$ cat src/rtl/rgb_timing_gen.sv
module rgb_timing_gen #(
  parameter int TW = 8,
  parameter int AW = 11
) (
  input  logic          clk,
  input  logic          rst_n,
  input  logic          en,
  input  logic [TW-1:0] hsw_m1,
  input  logic [TW-1:0] hbp_m1,
  input  logic [TW-1:0] hfp_m1,
  input  logic [TW-1:0] vsw_m1,
  input  logic [TW-1:0] vbp_m1,
  input  logic [TW-1:0] vfp_m1,
  input  logic [AW-1:0] hact_m1,
  input  logic [AW-1:0] vact_m1,
  input  logic [7:0]    div_m1,
  input  logic          inv_hs,
  input  logic          inv_vs,
  input  logic          inv_de,
  input  logic          inv_pclk,
  input  logic [1:0]    irq_sel,
  output logic          hsync,
  output logic          vsync,
  output logic          de,
  output logic          pclk,
  output logic          pclk_en,
  output logic          frame_irq,
  output logic [AW+1:0] px,
  output logic [AW+1:0] py
);
  localparam int CW = AW + 2;

  logic [CW-1:0] hb_n, ha_n, hf_n, ht_n, vb_n, va_n, vf_n, vt_n;
  logic [CW-1:0] hb_q, ha_q, hf_q, ht_q, vb_q, va_q, vf_q, vt_q;
  logic [7:0]    div_n, div_q, dcnt;
  logic [1:0]    sel_q;
  logic [CW-1:0] hc, vc, irq_line;
  logic [8:0]    half;
  logic          tick, last, load;

  assign hb_n = CW'(hsw_m1) + CW'(1);
  assign ha_n = hb_n + CW'(hbp_m1) + CW'(1);
  assign hf_n = ha_n + CW'(hact_m1) + CW'(1);
  assign ht_n = hf_n + CW'(hfp_m1);
  assign vb_n = CW'(vsw_m1) + CW'(1);
  assign va_n = vb_n + CW'(vbp_m1) + CW'(1);
  assign vf_n = va_n + CW'(vact_m1) + CW'(1);
  assign vt_n = vf_n + CW'(vfp_m1);
  assign div_n = (div_m1 == 8'hFF) ? 8'hFE : div_m1;

  assign tick = (dcnt == div_q);
  assign last = tick && (hc == ht_q) && (vc == vt_q);
  assign load = !en || last;

  always_ff @(posedge clk or negedge rst_n) begin
    if (!rst_n) begin
      {hb_q, ha_q, hf_q, ht_q} <= '0;
      {vb_q, va_q, vf_q, vt_q} <= '0;
      div_q <= '0;
      sel_q <= '0;
      dcnt  <= '0;
      hc    <= '0;
      vc    <= '0;
    end else begin
      if (load) begin
        {hb_q, ha_q, hf_q, ht_q} <= {hb_n, ha_n, hf_n, ht_n};
        {vb_q, va_q, vf_q, vt_q} <= {vb_n, va_n, vf_n, vt_n};
        div_q <= div_n;
        sel_q <= irq_sel;
      end
      if (!en) begin
        dcnt <= '0;
        hc   <= '0;
        vc   <= '0;
      end else begin
        dcnt <= tick ? 8'd0 : dcnt + 8'd1;
        if (tick) begin
          if (hc == ht_q) begin
            hc <= '0;
            vc <= (vc == vt_q) ? '0 : vc + CW'(1);
          end else begin
            hc <= hc + CW'(1);
          end
        end
      end
    end
  end

  always_comb begin
    case (sel_q)
      2'd0:    irq_line = '0;
      2'd1:    irq_line = vb_q;
      2'd2:    irq_line = va_q;
      default: irq_line = vf_q;
    endcase
  end

  assign half = ({1'b0, div_q} + 9'd2) >> 1;

  assign hsync     = (en && (hc < hb_q)) ^ inv_hs;
  assign vsync     = (en && (vc < vb_q)) ^ inv_vs;
  assign de        = (en && (hc >= ha_q) && (hc < hf_q) && (vc >= va_q) && (vc < vf_q)) ^ inv_de;
  assign pclk      = (en && ({1'b0, dcnt} < half)) ^ inv_pclk;
  assign pclk_en   = en && tick;
  assign frame_irq = en && (dcnt == 8'd0) && (hc == '0) && (vc == irq_line);
  assign px        = en ? hc : '0;
  assign py        = en ? vc : '0;
endmodule

$ cat config.mk
export PLATFORM = sky130hd
export DESIGN_NAME = rgb_timing_gen
export DESIGN_NICKNAME = d
export VERILOG_FILES = /design/src/rtl/rgb_timing_gen.sv
export SDC_FILE = /design/constraint.sdc
export NUM_CORES = 1
export LEC_CHECK = 0
export ABC_AREA = 0
export BUFFER_PORTS_ARGS = -buffer_cell sky130_fd_sc_hd__clkbuf_2
export CORE_UTILIZATION = 50
export CTS_CLUSTER_SIZE = 14
export DETAILED_ROUTE_END_ITERATION = 12
export PLACE_DENSITY = 0.67
export SYNTH_ARGS = -nofsm -noshare
export SYNTH_HDL_FRONTEND = slang
export SYNTH_SLANG_ARGS = --single-unit
$ cat constraint.sdc
create_clock -name clk -period 2.7 [get_ports clk]
set_input_delay 0.405 -clock clk [delete_from_list [all_inputs] [get_ports clk]]
set_output_delay 0.405 -clock clk [all_outputs]
set_load 0.02 [all_outputs]
* Word level (Yosys, flattened, before mapping)
Index checks and enable logic that the tools add are counted.
Storage, ports and cells: bits in registers 148, bits of input ports 87
Cells by class: add/subtract/negate cells 16, magnitude comparators 7, equality and inequality tests 9, mux-type cells 13, bitwise logic cells 4, reduce and logical (&&, ||, !) cells 19
Operators with widths (number):
- $mux W13 | 9
- $lt A13 B13 Y1 | 4
- $eq A13 B13 Y1 | 3
- $pmux W13 S3 | 1
- $add A12 B1 Y13 const B | 2
- $add A13 B1 Y13 const B | 2
- $add A13 B8 Y13 | 2
- $ge A13 B13 Y1 | 2
- $add A11 B11 Y12 | 2
- $mux W8 | 3
- $add A10 B1 Y11 const B | 2
- $add A9 B8 Y10 | 2
- $add A8 B1 Y9 const B | 2
- $logic_and A1 B1 Y1 | 13
- $logic_not A13 Y1 | 1
- $add A8 B2 Y9 const B | 1
- $add A8 B1 Y8 const B | 1
- $eq A8 B8 Y1 | 1
- $eq A8 B8 Y1 const B | 1
- $logic_not A8 Y1 | 1
- $lt A8 B8 Y1 | 1
- $ne A2 B1 Y1 const B | 2
- $xor A1 B1 Y1 | 4
- $eq A2 B1 Y1 const B | 1
- other kinds (5) | 5

* Longest topological paths before layout
Gate-level depths: netlist of run 1.
depth after elaboration 6, mapped depth 21

* Worst setup path before layout of run 1
OpenSTA, ideal clock, no wires.
kind input to register, start point input hsw_m1[0], end point register ht_q[11], setup time 0.077 ns, data arrival time 3.893 ns, setup slack -1.271 ns, stages on the path 19, cells stage by stage ha_1 -> fa_1 -> a21o_1 -> a21oi_1 -> nor2b_1 -> o21a_1 -> nor2_1 -> xnor2_1 -> ha_1 -> nor2_1 -> nor2_1 -> and2_1 -> xor2_1 -> ha_1 -> o21a_1 -> o31a_1 -> o21ai_0 -> or3_1 -> a21oi_1
Between the ends: cells in the longest elaborated chain, start to end 6
Ends and longest elaborated chain:
- start, declared | RTL line 8 | input logic [TW-1:0] hsw_m1,
- $add A8 B1 Y9 | RTL line 41 | assign hb_n = CW'(hsw_m1) + CW'(1);
- $add A9 B8 Y10 | RTL line 42 | assign ha_n = hb_n + CW'(hbp_m1) + CW'(1);
- $add A10 B1 Y11 | RTL line 42
- named net ha_n[6] | RTL line 33 | logic [CW-1:0] hb_n, ha_n, hf_n, ht_n, vb_n, va_n, vf_n, vt_n;
- $add A11 B11 Y12 | RTL line 43 | assign hf_n = ha_n + CW'(hact_m1) + CW'(1);
- $add A12 B1 Y13 | RTL line 43
- named net hf_n[7] | RTL line 33
- $add A13 B8 Y13 | RTL line 44 | assign ht_n = hf_n + CW'(hfp_m1);
- end signal, assigned | RTL line 66 | {hb_q, ha_q, hf_q, ht_q} <= {hb_n, ha_n, hf_n, ht_n};
- end, declared | RTL line 34 | logic [CW-1:0] hb_q, ha_q, hf_q, ht_q, vb_q, va_q, vf_q, vt_q;
The timed path passes the listed nets, and every way through them passes these cells. A chain may end at the register's enable or synchronous reset.

* Worst setup path after layout of run 1
start point input hsw_m1[0], end point register ht_q[10]
Between the ends: cells in the longest elaborated chain, start to end 6
Ends and longest elaborated chain (RTL line):
- $add A8 B1 Y9 | 41
- named net hb_n[1] | 33
- $add A9 B8 Y10 | 42
- $add A10 B1 Y11 | 42
- named net ha_n[6] | 33
- $add A11 B11 Y12 | 43
- $add A12 B1 Y13 | 43
- $add A13 B8 Y13 | 44
The timed path passes the listed nets, and every way through them passes these cells.

==> impl_metrics.yaml, run 1 <==
worst_hold_path:
  min_path_type: "input port to flop"
  min-delay-start: "div_m1[7]"
  holdPathEnd: "div_q[7]"
  min_path_cells: 3
logic_synthesis:
  synth_edf_count: 0
  seq_area_frac_synth: 0.313
  ys.warnings.count: 0
  syn_inst: 1233
  syn_avg_cell_area_um2: 8.55
  synth_seq_cells: 132
  syn_area_um2: 10500
  ys_types: 72
  synth_top_flop_cell: "dfrtp_1"
  synth-async-reset-ratio: 1.00
  synth_fp_nets: 1455
pwr:
  ir_drop_mv: 0.442
  p_leak_nw: 7.67
  pwr_density_cell_nw_per_um2: 744
final_layout:
  final_common_cell: "buf_4"
  fillers: 1247
  area_growth_syn_to_layout_pct: 51.5
  insertedDiodeCount: 0
  fin_nets: 1825
  final_cell_mix: "224 x buf_4, 122 x dfrtp_1, 113 x nand2_1"
  drive_above_1_share: 0.423
timing:
  slew_viol_final: 0
  hold_ws_ns: 0.184
  rsz0062_at_grt: "yes"
  worst_slack_ns: -1.33
  finalSetupTns_ns: -21.61
  slew-limit-headroom: 0.602
  min_period_over_period: 1.49
  fmaxAchievable_ghz: 0.248
  hold_viol: 0
  setup_viol: 34
  period_needed_ns: 4.03
  tightest_slew_ns: 0.597
  fin_skew_ns: 0.0121
floorplanning:
  die-width_um: 147
  die_area_um2: 21700
  core_um2: 20400
  io_pins: 119
  core.rowCount: 52
  start_util: 0.516
  die_y_um: 147
setup_path:
  reg2reg_to: "ha_q[3]"
  crit_type: "input port to flop"
  rrSetupSlack_ns: 0.05
  worst_ep_arrival_time_ns: 4.38
  cp_max_fo: 4
  rr_startpoint: "vc[1]"
  critPathCaptureType: "flop"
  rr_worst_depth: 10
  critical_path_required_ns: 3.05
  start_kind: "input port"
run_status:
  violations: "setup timing"
  status: "finished, violations left"
routing:
  drc: 0
  drt_wl_total_um: 37500
  vias: 11037
  wire_per_inst_um: 19.9
  viasPerCell: 5.85
  drtAntennaViolNets: 0
  drt-initial-drc-count: 825
  dr.pass1.iters: 5
placement:
  finalWeightedCongestion: 0.880
  numPortBuffers: 118
  place_hpwl_um: 23400
global_route:
  grt_use_total: 0.307
  grt_first_pass_wirelength_um: 52600
  grt_pass1_vias: 10429
  grt_max_degree: 59
  grt-ovfl-total: 0
  antenna_found_initial: 0
cts:
  cts.sinks: 132
  h-tree-depth: 4
  clk_pin_slew_ns: 0.07
  cts_tree: "done"
  clk_latency_ns: 0.43
  cts_buffers: 17
  cts-root-buf: "clkbuf_16"
  clockBufferDepth: 2
run:
  cap_violations: 0
-- report_power, final --
part,switching (mW),internal (mW)
Clock,1.04,1.31
Sequential,0.274,2.37
Combinational,3.29,3.60
Total,4.61,7.29
-- cell type report --
type	count	area [µm²]	share of cell area
Clock buffer	17	425	0.0266
Sequential cell	132	3320	0.207
Timing Repair Buffer	398	3020	0.189
Tap cell	270	338	0.0211
Clock inverter	15	161	0.0101
Multi-Input combinational cell	964	8380	0.524
Inverter	90	345	0.0216
-- logic make-up (layout without fill, tap and decap cells) --
family,after synthesis,after routing,share of synthesized area
AO/OA/AOI/OAI,280,280,0.165
XOR/XNOR,123,123,0.103
adder cells (fa/ha/maj),135,135,0.164
buffers and inverters,137,520,0.0527
flip-flops,132,132,0.313
multiplexers,10,10,0.0110
AND/OR/NAND/NOR,416,416,0.191
-- repair_timing --
item	in CTS	in global routing
resized for setup	202	145
hold buffers	1	0
gates cloned	0	0
buffers inserted	45	39
pin swaps	133	141
hold endpoints to repair	55	0
setup endpoints to repair	36	37
-- worst max-delay path, cell delays in order --
cell and delay (ns):
buf_8 0.10, ha_4 0.26, fa_2 0.40, a21o_1 0.19
a21oi_2 0.17, nor2b_1 0.07, o21a_1 0.22, nor2_2 0.31
xnor2_2 0.20, ha_4 0.23, or3_4 0.36, o22ai_4 0.21
mux2_4 0.35, or2_0 0.26, or4_1 0.53, o211ai_2 0.08
-- routing by layer --
metal,up-vias,wire [µm],share of wire,GRT usage
li1,5040,-,-,-
met1,5344,15600,0.41,0.421
met2,520,18000,0.48,0.501
met3,133,2330,0.062,0.0388
met4,0,1580,0.042,0.106
met5,-,0,0,0
-- cell usage after synthesis, types with 15 or more instances --
cell / n / area (µm²)
xnor2_1: 77 / 674
xor2_1: 45 / 394
nor2_1: 115 / 432
clkbuf_1: 26 / 97.6
and3_1: 15 / 93.8
dfrtp_1: 132 / 3300
ha_1: 129 / 1610
nand3_1: 31 / 155
o21ai_0: 81 / 405
inv_1: 90 / 338
buf_2: 15 / 75.1
nand4_1: 22 / 138
nor3_1: 22 / 110
and2_1: 26 / 163
nand2_1: 122 / 458
a21oi_1: 84 / 420
a21o_1: 32 / 240
-- metrics by stage --
step | worst slack, ns | total power [mW] | cell area, µm² | utilization | std cells
floorplan | -1.10 | 5.32 | 10800 | - | 1233
global placement | -1.34 | 7.11 | 13200 | 0.644 | 1783
detailed placement | -1.43 | 7.21 | 13200 | 0.644 | 1783
CTS | -0.939 | 10.7 | 15100 | 0.737 | 1856
global route | -1.42 | 12.4 | 16000 | 0.782 | 1886
finish | -1.33 | 11.9 | 16000 | 0.782 | 1886
-- registers in the layout, summed over array words and instances, names as in the netlist --
name / count
vt_q: 13
hf_q: 12
va_q: 10
div_q: 8
vb_q: 9
ha_q: 10
sel_q: 2
ht_q: 13
hc: 13
vc: 13
hb_q: 9
vf_q: 12
dcnt: 8
-- worst max path at each step --
| stage | startpoint | to | slack, ns | cells past startpoint |
|---|---|---|---|---|
| floorplan | hsw_m1[0] | ht_q[10] | -1.10 | 18 |
| finish | hsw_m1[0] | ht_q[10] | -1.33 | 16 |
| global placement | hsw_m1[0] | ht_q[11] | -1.34 | 21 |
| CTS | hsw_m1[0] | ht_q[11] | -0.94 | 22 |
| detailed placement | hsw_m1[0] | ht_q[11] | -1.43 | 22 |
| global route | hsw_m1[0] | ht_q[11] | -1.42 | 20 |
No activity file was read; power rests on OpenSTA's default activity.
==> inputs of run 2 (changes only) <==
--- a/config.mk
+++ b/config.mk
@@ -7,10 +7,13 @@
 export LEC_CHECK = 0
 export ABC_AREA = 0
 export BUFFER_PORTS_ARGS = -buffer_cell sky130_fd_sc_hd__clkbuf_2
-export CORE_UTILIZATION = 50
+export CAP_MARGIN = 10
+export CELL_PAD_IN_SITES_DETAIL_PLACEMENT = 2
+export CELL_PAD_IN_SITES_GLOBAL_PLACEMENT = 2
+export CORE_UTILIZATION = 37
 export CTS_CLUSTER_SIZE = 14
 export DETAILED_ROUTE_END_ITERATION = 12
-export PLACE_DENSITY = 0.67
+export PLACE_DENSITY = 0.79
 export SYNTH_ARGS = -nofsm -noshare
 export SYNTH_HDL_FRONTEND = slang
 export SYNTH_SLANG_ARGS = --single-unit
==> impl_metrics.yaml, run 2 <==
run_status:
  status: "stopped before the end"
  haltStage: "clock tree synthesis"
  error_line: "[ERROR DPL-0033] detailed placement checks failed during check placement."
logic_synthesis:
  ys.warnings.count: 0
  synth_edf_count: 0
  synth_common_cells: "132 x dfrtp_1, 129 x ha_1, 122 x nand2_1, 115 x nor2_1, 90 x inv_1"
  synth_seq_cells: 132
  yosysTopAreaCell: "dfrtp_1"
  synth-async-reset-ratio: 1.00
  syn_avg_cell_area_um2: 8.55
  synth_fp_nets: 1455
  netlist_top_cells_area: "dfrtp_1 31%, ha_1 15%, xnor2_1 6.4%"
  syn_inst: 1233
  ys_types: 72
  seq_area_frac_synth: 0.313
  synth_most_common_cell: "dfrtp_1"
  yosys.area.top_type_share: 0.313
  syn_area_um2: 10500
  synth_top_flop_cell: "dfrtp_1"
cts:
  ctsHoldBuffers: 1
  clockBufferDepth: 2
  h-tree-depth: 4
  cts-root-buf: "clkbuf_16"
  cts_resized: 324
  cts.sinks: 132
  cts_buffers: 17
  postCtsSetupBuffers: 60
placement:
  dp_slack_ns: -1.76
  finalWeightedCongestion: 0.852
  place_area_um2: 13300
  numPortBuffers: 118
  place_hpwl_um: 37200
floorplanning:
  die_y_um: 171
  io_pins: 119
  start_util: 0.378
  core.rowCount: 61
  die-width_um: 171
-- run 2: through the flow --
stage	util	setup TNS (ns)	std cells
after floorplan	-	-14.15	1233
after global placement	0.477	-32.95	1895
after detailed placement	0.477	-43.02	1895
-- run 2: logic make-up after synthesis --
| logic type | after synthesis | share of synthesized area |
|---|---|---|
| AOI/OAI and AO/OA | 280 | 0.165 |
| muxes | 10 | 0.0110 |
| xor gates and xnor gates | 123 | 0.103 |
| and+or+nand+nor | 416 | 0.191 |
| DFF | 132 | 0.313 |
| buffers and inverters | 137 | 0.0527 |
| adders and majority gates | 135 | 0.164 |
==> inputs of run 3 (changes only) <==
==> config.mk (replaced) <==
export PLATFORM = sky130hd
export DESIGN_NAME = rgb_timing_gen
export DESIGN_NICKNAME = d
export VERILOG_FILES = /design/src/rtl/rgb_timing_gen.sv
export SDC_FILE = /design/constraint.sdc
export NUM_CORES = 1
export LEC_CHECK = 0
export ABC_AREA = 0
export BUFFER_PORTS_ARGS = -buffer_cell sky130_fd_sc_hd__clkbuf_2
export CAP_MARGIN = 10
export CORE_UTILIZATION = 35
export DETAILED_ROUTE_END_ITERATION = 12
export PLACE_DENSITY_LB_ADDON = 0.15
export SYNTH_ARGS = -nofsm -noshare
export SYNTH_HDL_FRONTEND = slang
export SYNTH_SLANG_ARGS = --single-unit
==> impl_metrics.yaml, run 3 (synthesized netlist as in run 1, its figures left out) <==
global_route:
  grt_max_degree: 61
  grt_pass1_vias: 9842
  antenna_found_initial: 0
  grt-ovfl-total: 0
  grt_use_total: 0.217
  grt_first_pass_wirelength_um: 52300
floorplanning:
  core_um2: 29600
  io_pins: 119
  die_y_um: 176
  die-width_um: 176
  core.rowCount: 63
  die_area_um2: 30800
  start_util: 0.356
setup_path:
  start_kind: "input port"
  worstPathCellList: "buf_8 -> ha_4 -> ha_4 -> a21o_1 -> a21o_1 -> a31oi_4 -> xnor2_2 -> ha_1 -> buf_4 -> nor3_4 -> nor2_2 -> and2_4 -> xor2_2 -> ha_1 -> o21a_1 -> o31a_1 -> o21ai_2 -> or3_1 -> a21oi_1"
  cp_max_fo: 3
  critPathCaptureType: "flop"
  crit_type: "input port to flop"
  critical-path-max-stage-delay_ns: 0.38
  critical_path_required_ns: 3.05
  critical-path-slowest-cell: "or3_1"
  rrSetupSlack_ns: -0.02
  worst_ep_arrival_time_ns: 3.97
routing:
  drt_wl_total_um: 33300
  wl_met1_um: 16400
  wl_met2_um: 15400
  wire_per_inst_um: 16.7
  viasPerCell: 5.07
  drtAntennaViolNets: 0
  top_layer: "met4"
  wl_met3_um: 1040
  vias: 10108
  drc: 0
  drt-initial-drc-count: 367
  dr.pass1.iters: 7
placement:
  numPortBuffers: 118
  place_hpwl_um: 25000
  place_area_um2: 13300
  dp_slack_ns: -1.45
  finalWeightedCongestion: 0.830
  dp_cells: 1907
run_status:
  violations: "setup timing"
  status: "finished, violations left"
timing:
  hold_viol: 0
  period_needed_ns: 3.62
  slew_viol_final: 0
  min_period_over_period: 1.34
  tightest_slew_ns: 0.596
  slew-limit-headroom: 0.603
  setup_viol: 30
  rsz0062_at_grt: "yes"
  fmaxAchievable_ghz: 0.276
  worst_slack_ns: -0.918
  fin_skew_ns: 0.0146
pwr:
  ir_drop_mv: 0.506
  pwr_density_cell_nw_per_um2: 716
  total_power_mw: 11.7
  p_leak_nw: 7.70
final_layout:
  final_cell_mix: "218 x buf_4, 121 x dfrtp_1, 112 x nand2_1"
  insertedDiodeCount: 0
  stdcell_area_um2: 16300
  fin_nets: 1814
  layout.cells.non_filler: 1995
  drive_above_1_share: 0.427
  final_common_cell: "buf_4"
  area_growth_syn_to_layout_pct: 54.2
cts:
  clk_pin_slew_ns: 0.06
  clk_latency_ns: 0.43
  cts.sinks: 132
  clockBufferDepth: 2
  cts_buffers: 17
  cts_tree: "done"
  cts-root-buf: "clkbuf_16"
  h-tree-depth: 4
run:
  cap_violations: 0
worst_hold_path:
  min_path_type: "input port to flop"
run 3: per-stage QoR:
step           hold WS (ns)   util  setup TNS [ns]
3_3_place_gp          0.440  0.450          -31.97
6_report              0.190  0.549          -14.42
5_1_grt               0.199  0.549          -21.35
4_1_cts               0.181  0.511          -15.45
2_1_floorplan         0.109      -          -14.15
3_5_place_dp          0.433  0.450          -33.46
run 3: metal layers:
metal	up-vias	GRT usage
li1	4997	-
met1	4881	0.314
met5	-	0
met3	34	0.0277
met4	0	0.0464
met2	196	0.342
run 3: final timing paths:
path | from | to | cells after the start
max in group asynchronous | rst_n | hb_q[7] | 3
setup / recovery | hsw_m1[0] | ht_q[11] | 19
hold reg to reg | ha_q[9] | ha_q[9] | 2
min in group asynchronous | rst_n | dcnt[1] | 2
hold / removal | div_m1[6] | div_q[6] | 3
setup reg to reg | hc[1] | ht_q[10] | 12
run 3: where the power goes:
part | internal, mW | leakage, nW | total (mW) | switching [mW]
registers | 2.37 | 1.62 | 2.64 | 0.264
clock network | 1.63 | 0.314 | 2.58 | 0.952
logic | 3.48 | 5.76 | 6.44 | 2.95
run 3: repair_timing:
action | CTS | global route
resized for setup | 179 | 180
hold buffers | 1 | 0
pin swaps | 124 | 123
endpoints found under the hold margin | 21 | 0
buffers inserted | 37 | 31
endpoints found under the setup margin | 36 | 37
run 3: cell type report:
| cell class | count | area (µm²) |
|---|---|---|
| sequential | 132 | 3320 |
| clock buffer | 21 | 470 |
| fill | 2704 | 13400 |
| inverter | 90 | 345 |
| timing repair buffer | 387 | 2930 |
| multi-input combinational | 964 | 8530 |
| tap | 390 | 488 |
| clock inverter | 11 | 173 |
run 3: worst max-delay path: cells and delay by family:
kind | cells | cell delay [ns]
buf+inv | 2 | 0.28
simple gates | 4 | 0.77
fa+ha+maj | 4 | 1.04
xor+xnor | 2 | 0.31
compound gates | 7 | 1.13
==> inputs of run 4 (changes only) <==
--- a/config.mk
+++ b/config.mk
@@ -10,6 +10,7 @@
 export CAP_MARGIN = 10
 export CORE_UTILIZATION = 35
 export DETAILED_ROUTE_END_ITERATION = 12
+export MAX_ROUTING_LAYER = met4
 export PLACE_DENSITY_LB_ADDON = 0.15
 export SYNTH_ARGS = -nofsm -noshare
 export SYNTH_HDL_FRONTEND = slang
==> impl_metrics.yaml, run 4 (synthesized netlist as in run 1, its figures left out) <==
run_status:
  status: "finished, violations left"
  violations: "setup timing"
floorplanning:
  die_y_um: 176
  io_pins: 119
  die_area_um2: 30800
  start_util: 0.356
  die-width_um: 176
  core_um2: 29600
  core.rowCount: 63
cts:
  cts_buffers: 17
  clk_pin_slew_ns: 0.06
  clockBufferDepth: 2
  clk_latency_ns: 0.43
  cts-root-buf: "clkbuf_16"
  h-tree-depth: 4
  cts_tree: "done"
  cts.sinks: 132
setup_path:
  crit_type: "input port to flop"
  critical_path_required_ns: 3.05
  cp_max_fo: 4
  critPathCaptureType: "flop"
  rrSetupSlack_ns: -0.02
  start_kind: "input port"
  rr_startpoint: "hc[1]"
  cp-startpoint: "hsw_m1[2]"
  worst_ep_arrival_time_ns: 3.95
routing:
  wire_per_inst_um: 16.7
  drc: 0
  drt-initial-drc-count: 354
  viasPerCell: 5.06
  drt_wl_total_um: 33300
  dr.pass1.iters: 7
  drtAntennaViolNets: 0
  vias: 10100
timing:
  hold_viol: 0
  tightest_slew_ns: 0.601
  setup_viol: 30
  min_period_over_period: 1.33
  worst_slack_ns: -0.899
  fin_skew_ns: 0.0141
  finalSetupTns_ns: -14.48
  fmaxAchievable_ghz: 0.278
  slew-limit-headroom: 0.600
  period_needed_ns: 3.60
  slew_viol_final: 0
  rsz0062_at_grt: "yes"
final_layout:
  area_growth_syn_to_layout_pct: 54.2
  fin_nets: 1814
  insertedDiodeCount: 0
  final_common_cell: "buf_4"
  drive_above_1_share: 0.427
  final_cell_mix: "217 x buf_4, 121 x dfrtp_1, 112 x nand2_1"
pwr:
  switchingPower_mw: 4.18
  ir_drop_mv: 0.507
  seq_power_share: 0.226
  swShare: 0.358
  pwr_density_cell_nw_per_um2: 717
  power.share.combinational: 0.553
  total_power_mw: 11.7
  p_int_mw: 7.49
  pwr-share-clk: 0.221
  p_leak_nw: 7.70
global_route:
  grt-ovfl-total: 0
  antenna_found_initial: 0
  grt_max_degree: 61
  grt_use_total: 0.223
  grt_first_pass_wirelength_um: 52300
  grt_pass1_vias: 9837
run:
  cap_violations: 0
placement:
  dp_slack_ns: -1.45
  numPortBuffers: 118
  finalWeightedCongestion: 0.846
  place_hpwl_um: 25000
worst_hold_path:
  min_path_type: "input port to flop"
  min-delay-start: "div_m1[6]"
==> run 4: cell count changes in the layout (fill, tap and decap cells not counted) <==
cell   delta
buf_4     -1
buf_6     +1
==> run 4: per-stage QoR <==
stage	area, µm²	std cells	hold WS (ns)	util
2_1_floorplan	10800	1233	0.109	-
3_3_place_gp	13300	1907	0.440	0.450
3_5_place_dp	13300	1907	0.433	0.450
4_1_cts	15100	1972	0.181	0.511
5_1_grt	16300	1995	0.199	0.549
6_report	16300	1995	0.191	0.549
==> run 4: power groups by stage <==
stage / registers (mW) / logic (mW) / clock network [mW]
floorplan: 2.58 / 2.74 / 0
detailed placement: 2.67 / 4.52 / 0
CTS: 2.63 / 5.58 / 2.62
global route: 2.68 / 7.03 / 2.70
finish: 2.64 / 6.45 / 2.58
global placement: 2.66 / 4.48 / 0
==> run 4: layout make-up <==
cell class / instances / area (µm²)
clock buffers: 21 / 470
fillers: 2701 / 13400
flip-flops and latches: 132 / 3320
repair buffers: 387 / 2940
inverters: 90 / 345
clock inverters: 11 / 173
multi-input cells: 964 / 8530
well taps: 390 / 488
==> run 4: path summary, 6_finish.rpt <==
kind                       cells past startpoint        to
setup / recovery                              20  ht_q[11]
hold / removal                                 3  div_q[6]
setup reg to reg                              12  ht_q[10]
hold reg to reg                                2   ha_q[9]
max in group asynchronous                      3   hb_q[7]
min in group asynchronous                      2   dcnt[1]
==> run 4: repair_timing <==
item                                   4_1_cts  5_1_grt
pin swaps                                  124      123
setup endpoints to repair                   36       37
endpoints found under the hold margin       21        0
cloned                                       0        0
resized for setup                          179      181
setup buffers                               37       31
hold buffers                                 1        0
==> run 4: per-layer routing <==
metal | wire (µm) | GRT usage | up-vias | part of all wire
met4 | 404 | 0.0464 | 0 | 0.012
met2 | 15600 | 0.342 | 190 | 0.47
met5 | 0 | - | - | 0
met3 | 1050 | 0.0277 | 30 | 0.032
met1 | 16300 | 0.314 | 4885 | 0.49
li1 | - | - | 4995 | -
==> run 4: critical path, cell delays in order <==
cell      delay, ns
clkbuf_2       0.18
nand3_1        0.14
xnor2_2        0.17
ha_1           0.35
a21oi_2        0.18
nor2b_1        0.06
o21a_1         0.19
nor2_2         0.15
xnor2_2        0.16
ha_4           0.25
nor2_4         0.10
nor2_2         0.05
and2_4         0.16
xor2_2         0.17
ha_1           0.30
o21a_1         0.12
o31a_1         0.19
o21ai_2        0.07
or3_1          0.38
a21oi_1        0.15
